File: config.mk
export PLATFORM = sky130hd
export DESIGN_NAME = csel_unit
export DESIGN_NICKNAME = d
export VERILOG_FILES = /design/src/rtl/csel_pkg.sv /design/src/rtl/csel_cond_eval.sv /design/src/rtl/csel_alt_gen.sv /design/src/rtl/csel_unit.sv
export SDC_FILE = /design/constraint.sdc
export NUM_CORES = 1
export LEC_CHECK = 0
export BUFFER_PORTS_ARGS = -buffer_cell sky130_fd_sc_hd__buf_4
export CAP_MARGIN = 30
export CORE_ASPECT_RATIO = 1.2
export CORE_MARGIN = 2
export CORE_UTILIZATION = 43
export DETAILED_ROUTE_END_ITERATION = 16
export PLACE_DENSITY = 0.76
export SETUP_SLACK_MARGIN = 0.1
export SYNTH_ARGS = -nofsm -noshare
export SYNTH_HDL_FRONTEND = slang
export SYNTH_SLANG_ARGS = --single-unit
File: constraint.sdc
create_clock -name clk -period 3.2 [get_ports clk]
set_input_delay 0.48 -clock clk [delete_from_list [all_inputs] [get_ports clk]]
set_output_delay 0.48 -clock clk [all_outputs]
set_load 0.01 [all_outputs]
File: src/rtl/csel_pkg.sv
package csel_pkg;

  typedef enum logic [1:0] {
    OP_PASS = 2'b00,
    OP_INC  = 2'b01,
    OP_INV  = 2'b10,
    OP_NEG  = 2'b11
  } csel_op_e;

  localparam int FLG_N = 3;
  localparam int FLG_Z = 2;
  localparam int FLG_C = 1;
  localparam int FLG_V = 0;

  // Condition evaluation against {N,Z,C,V}
  function automatic logic cond_holds(input logic [3:0] code, input logic [3:0] nzcv);
    logic n, z, c, v;
    n = nzcv[FLG_N];
    z = nzcv[FLG_Z];
    c = nzcv[FLG_C];
    v = nzcv[FLG_V];
    case (code)
      4'b0000: cond_holds = z;
      4'b0001: cond_holds = !z;
      4'b0010: cond_holds = c;
      4'b0011: cond_holds = !c;
      4'b0100: cond_holds = n;
      4'b0101: cond_holds = !n;
      4'b0110: cond_holds = v;
      4'b0111: cond_holds = !v;
      4'b1000: cond_holds = c && !z;
      4'b1001: cond_holds = !c || z;
      4'b1010: cond_holds = (n == v);
      4'b1011: cond_holds = (n != v);
      4'b1100: cond_holds = !z && (n == v);
      4'b1101: cond_holds = z || (n != v);
      default: cond_holds = 1'b1;
    endcase
  endfunction

endpackage

File: src/rtl/csel_cond_eval.sv
module csel_cond_eval
  import csel_pkg::*;
(
  input  logic [3:0] code,
  input  logic [3:0] nzcv,
  output logic       pass
);
  always_comb pass = cond_holds(code, nzcv);
endmodule

File: src/rtl/csel_alt_gen.sv
module csel_alt_gen
  import csel_pkg::*;
#(
  parameter int W = 64
) (
  input  logic [W-1:0] src,
  input  logic [1:0]   op,
  output logic [W-1:0] alt
);
  function automatic logic [W-1:0] modify(input logic [W-1:0] x, input logic [1:0] sel);
    case (csel_op_e'(sel))
      OP_INC:  modify = x + W'(1);
      OP_INV:  modify = ~x;
      OP_NEG:  modify = ~x + W'(1);
      default: modify = x;
    endcase
  endfunction

  always_comb alt = modify(src, op);
endmodule

File: src/rtl/csel_unit.sv
module csel_unit
  import csel_pkg::*;
#(
  parameter int DATA_W = 64
) (
  input  logic              clk,
  input  logic              rst_n,
  input  logic              in_valid,
  input  logic [DATA_W-1:0] op_a,
  input  logic [DATA_W-1:0] op_b,
  input  logic [3:0]        cond,
  input  logic [3:0]        flags,
  input  logic [1:0]        op_sel,
  input  logic              wide,
  output logic              out_valid,
  output logic [DATA_W-1:0] result
);
  localparam int HALF_W = DATA_W / 2;

  logic              cond_ok;
  logic [DATA_W-1:0] alt_b;
  logic [DATA_W-1:0] picked;
  logic [DATA_W-1:0] size_mask;
  logic [DATA_W-1:0] next_result;

  csel_cond_eval u_cond (
    .code (cond),
    .nzcv (flags),
    .pass (cond_ok)
  );

  csel_alt_gen #(.W(DATA_W)) u_alt (
    .src (op_b),
    .op  (op_sel),
    .alt (alt_b)
  );

  always_comb begin
    size_mask   = wide ? {DATA_W{1'b1}} : {{(DATA_W-HALF_W){1'b0}}, {HALF_W{1'b1}}};
    picked      = cond_ok ? op_a : alt_b;
    next_result = picked & size_mask;
  end

  always_ff @(posedge clk) begin
    if (!rst_n) begin
      out_valid <= 1'b0;
      result    <= '0;
    end else begin
      out_valid <= in_valid;
      if (in_valid) result <= next_result;
    end
  end
endmodule

==> flow_summary.ini <==
[sta]
drv_slew = 0
finalWorstPathRequiredPeriod_ns = 2.82
hold_slack_ns = 0.413
worst_pin_slew_ns = 0.652
grt_setup_unrepaired = false
totalNegativeSetupSlack_ns = 0
post-route-period-util = 0.880
timing.final.hold_violations = 0
worst_slew_margin_rel = 0.559
setup_viol = 0
final.setup_skew_ns = 0
postLayoutSetupSlackWorst_ns = 0.384
fmax_mhz = 355

[floorplan]
std_cell_rows = 47
floorplan.initialDensity = 0.444
core_area_um2 = 13900
die_ar_um2 = 15300
num_io_pins = 207
die_y_um = 135
dieWidth_um = 113

[clock_tree]
htree_num_levels = 3
numClockSinks = 65
cts_tree = done
post_cts_buffers = 0
numCtsBuffers = 9
clock_insertion_delay_worst_skew_ns = 0.32
cts.hold.buffers_added = 0
clk_pin_slew_worst_paths_ns = 0.06
postCtsResizedCells = 0
bufs_on_longest_clock_path = 2
clockRootBuffer = sky130_fd_sc_hd__clkbuf_16

[drt]
drt_iter0_markers = 518
vias = 7107
drcViolationCount = 0
routed_wirelength_um = 22600
drt_first_pass_iters = 5
mean_routed_wirelength_per_cell_um = 19.0
drtAntennaViolNets = 0
avgViaCountPerCell = 5.98

[synth]
mappedNetlistNets = 967
synth-main-ff-cell = sky130_fd_sc_hd__dfxtp_1
number_of_flip_flops_and_latches_in_the_synthesized_netlist = 65
cell_area_after_synthesis_um2 = 6170
synth_edf_count = 0
syn_area_per_cell_um2 = 7.47
post_synth_num_cell_types = 70
synthesis.yosys.warnings = 0
yosysSeqAreaShare = 0.211
async_reset_ff_frac = 0
syn-instance-count = 825

[pwr]
peakVddDrop_mv = 0.291
power.static_leakage_uw = 0.00324
power_per_cell_area_nw_per_um2 = 334

[run]
maxCapViolations = 0

[place]
pre_cts_slack_ns = 0.110
buffer_ports.inserted = 206
detailedPlacementHpwl_um = 17800
dp_cells = 1173
routabilityCongestion = 0.957

[cells_and_area]
fillers = 1320
final_nets = 1155
diodes = 0
area.growth.synth_to_final_pct = 33.8
stdcell_count = 1189
share_of_cells_above_drive_strength_1 = 0.278
finish.utilization = 0.594

[hold_path]
worst_hold_check_path_type = input pin to flop

[worst_setup_path]
path_max_fanout = 29
end_kind = flop
setup.worst_path.class = input pin to flop
timing.critical_path.from_type = input pin
cp.required_ns = 3.40
critPathArrivalTime_ns = 3.02

[global_route]
grt_max_degree = 65
global_route_wire_length_before_repair_um = 34400
antenna_found_initial = 1
track_usage = 0.282
gr-total-overflow = 0
grt_pass1_vias = 6456

[outcome]
run_status = finished, final reports clean
-- per-layer routing --
metal	global-route usage	routed length [um]	vias up
li1	-	-	3410
met1	0.372	9530	3336
met2	0.463	10700	315
met3	0.0528	1730	46
met4	0.0962	635	0
met5	0	0	-
-- critical path: stages --
cell	delay (ns)
sky130_fd_sc_hd__buf_4	0.32
sky130_fd_sc_hd__nand2_1	0.35
sky130_fd_sc_hd__or3_1	0.44
sky130_fd_sc_hd__a22o_1	0.19
sky130_fd_sc_hd__or4_1	0.51
sky130_fd_sc_hd__buf_4	0.21
sky130_fd_sc_hd__nor3_1	0.25
sky130_fd_sc_hd__xnor2_1	0.15
sky130_fd_sc_hd__o22ai_1	0.09
-- area by class of cell --
class,instances,area (um^2),area share
Timing Repair Buffer,247,1870,0.226
Tap cell,171,214,0.0259
Clock buffer,13,260,0.0315
Inverter,15,56.3,0.00683
Sequential cell,65,1300,0.158
Clock inverter,3,15.0,0.00182
Multi-Input combinational cell,675,4540,0.550
-- registers in the layout (all words and copies together), names as in the netlist --
signal     count
result        64
out_valid      1
-- cells in the mapped netlist, types with 3 or more instances --
master	instances	area (um^2)
sky130_fd_sc_hd__a211oi_1	3	22.5
sky130_fd_sc_hd__a21boi_0	7	52.6
sky130_fd_sc_hd__a21boi_1	6	45.0
sky130_fd_sc_hd__a21o_1	3	22.5
sky130_fd_sc_hd__a21oi_1	24	120
sky130_fd_sc_hd__a22o_1	6	52.6
sky130_fd_sc_hd__a22oi_1	9	67.6
sky130_fd_sc_hd__a2bb2oi_1	3	26.3
sky130_fd_sc_hd__a311oi_1	4	35.0
sky130_fd_sc_hd__a31oi_1	28	175
sky130_fd_sc_hd__a32o_1	3	30.0
sky130_fd_sc_hd__a32oi_1	5	43.8
sky130_fd_sc_hd__a41oi_1	22	193
sky130_fd_sc_hd__and2_1	8	50.1
sky130_fd_sc_hd__and3_1	14	87.6
sky130_fd_sc_hd__and3b_1	8	70.1
sky130_fd_sc_hd__and4_1	3	26.3
sky130_fd_sc_hd__buf_1	12	45.0
sky130_fd_sc_hd__buf_2	12	60.1
sky130_fd_sc_hd__clkbuf_1	43	161
sky130_fd_sc_hd__dfxtp_1	65	1300
sky130_fd_sc_hd__inv_1	14	52.6
sky130_fd_sc_hd__mux2_2	4	45.0
sky130_fd_sc_hd__mux2i_1	9	90.1
sky130_fd_sc_hd__nand2_1	88	330
sky130_fd_sc_hd__nand2b_1	7	43.8
sky130_fd_sc_hd__nand3_1	22	110
sky130_fd_sc_hd__nand3b_1	6	45.0
sky130_fd_sc_hd__nand4_1	18	113
sky130_fd_sc_hd__nor2_1	40	150
sky130_fd_sc_hd__nor2b_1	27	169
sky130_fd_sc_hd__nor3_1	31	155
sky130_fd_sc_hd__nor3b_1	5	37.5
sky130_fd_sc_hd__nor4_1	5	31.3
sky130_fd_sc_hd__nor4bb_1	5	50.1
sky130_fd_sc_hd__o21ai_0	32	160
sky130_fd_sc_hd__o22ai_1	32	200
sky130_fd_sc_hd__o2bb2ai_1	10	87.6
sky130_fd_sc_hd__o31ai_1	3	22.5
sky130_fd_sc_hd__or2_2	6	37.5
sky130_fd_sc_hd__or3_1	10	62.6
sky130_fd_sc_hd__or4_1	7	52.6
sky130_fd_sc_hd__xnor2_1	77	674
sky130_fd_sc_hd__xor2_1	44	385
-- path summary, 6_finish.rpt --
| kind | start | slack (ns) | endpoint | cells after the start |
|---|---|---|---|---|
| worst max-delay path | op_sel[1] | 0.38 | result[46] | 9 |
| worst min register to register | result[0] | 0.48 | result[0] | 2 |
| worst min-delay path | op_a[18] | 0.41 | result[18] | 3 |
| worst max register to register | result[62] | 2.19 | result[62] | 4 |
-- placed cells by master, fill, tap and decap left out, types with 6 or more instances in the layout --
cell and instances:
sky130_fd_sc_hd__buf_4 246, sky130_fd_sc_hd__nand2_1 88, sky130_fd_sc_hd__xnor2_1 77, sky130_fd_sc_hd__dfxtp_1 65, sky130_fd_sc_hd__xor2_1 44, sky130_fd_sc_hd__nor2_1 40
sky130_fd_sc_hd__o21ai_0 32, sky130_fd_sc_hd__o22ai_1 32, sky130_fd_sc_hd__nor3_1 31, sky130_fd_sc_hd__a31oi_1 28, sky130_fd_sc_hd__nor2b_1 27, sky130_fd_sc_hd__a21oi_1 24
sky130_fd_sc_hd__nand3_1 22, sky130_fd_sc_hd__a41oi_1 22, sky130_fd_sc_hd__nand4_1 18, sky130_fd_sc_hd__inv_1 14, sky130_fd_sc_hd__and3_1 14, sky130_fd_sc_hd__or3_1 10
sky130_fd_sc_hd__o2bb2ai_1 10, sky130_fd_sc_hd__mux2i_1 9, sky130_fd_sc_hd__a22oi_1 9, sky130_fd_sc_hd__clkbuf_16 9, sky130_fd_sc_hd__and3b_1 8, sky130_fd_sc_hd__and2_1 8
sky130_fd_sc_hd__nand2b_1 7, sky130_fd_sc_hd__a21boi_0 7, sky130_fd_sc_hd__or4_1 7, sky130_fd_sc_hd__a21boi_1 6, sky130_fd_sc_hd__a22o_1 6, sky130_fd_sc_hd__nand3b_1 6
sky130_fd_sc_hd__or2_2 6
-- report_power, final --
part	internal [uW]	total, uW	switching [uW]	leakage (uW)
combinational	433	944	511	0.00256
sequential	872	905	33.2	0.000535
clock	562	903	341	0.000139
-- logic make-up after synthesis --
kind of cell	share of synthesized area
and+or+nand+nor	0.294
xor gates and xnor gates	0.172
DFF	0.211
buffers and inverters	0.0556
AOI/OAI and AO/OA	0.245
muxes	0.0219
-- metrics by stage --
step                      cell area, um^2  total power (uW)
after floorplan                      6170              1420
after CTS                            8250              2760
final                                8250              2750
after global placement               7970              1840
after global routing                 8250              2880
after detailed placement             7970              1850
No activity file was read; power rests on OpenSTA's default activity.
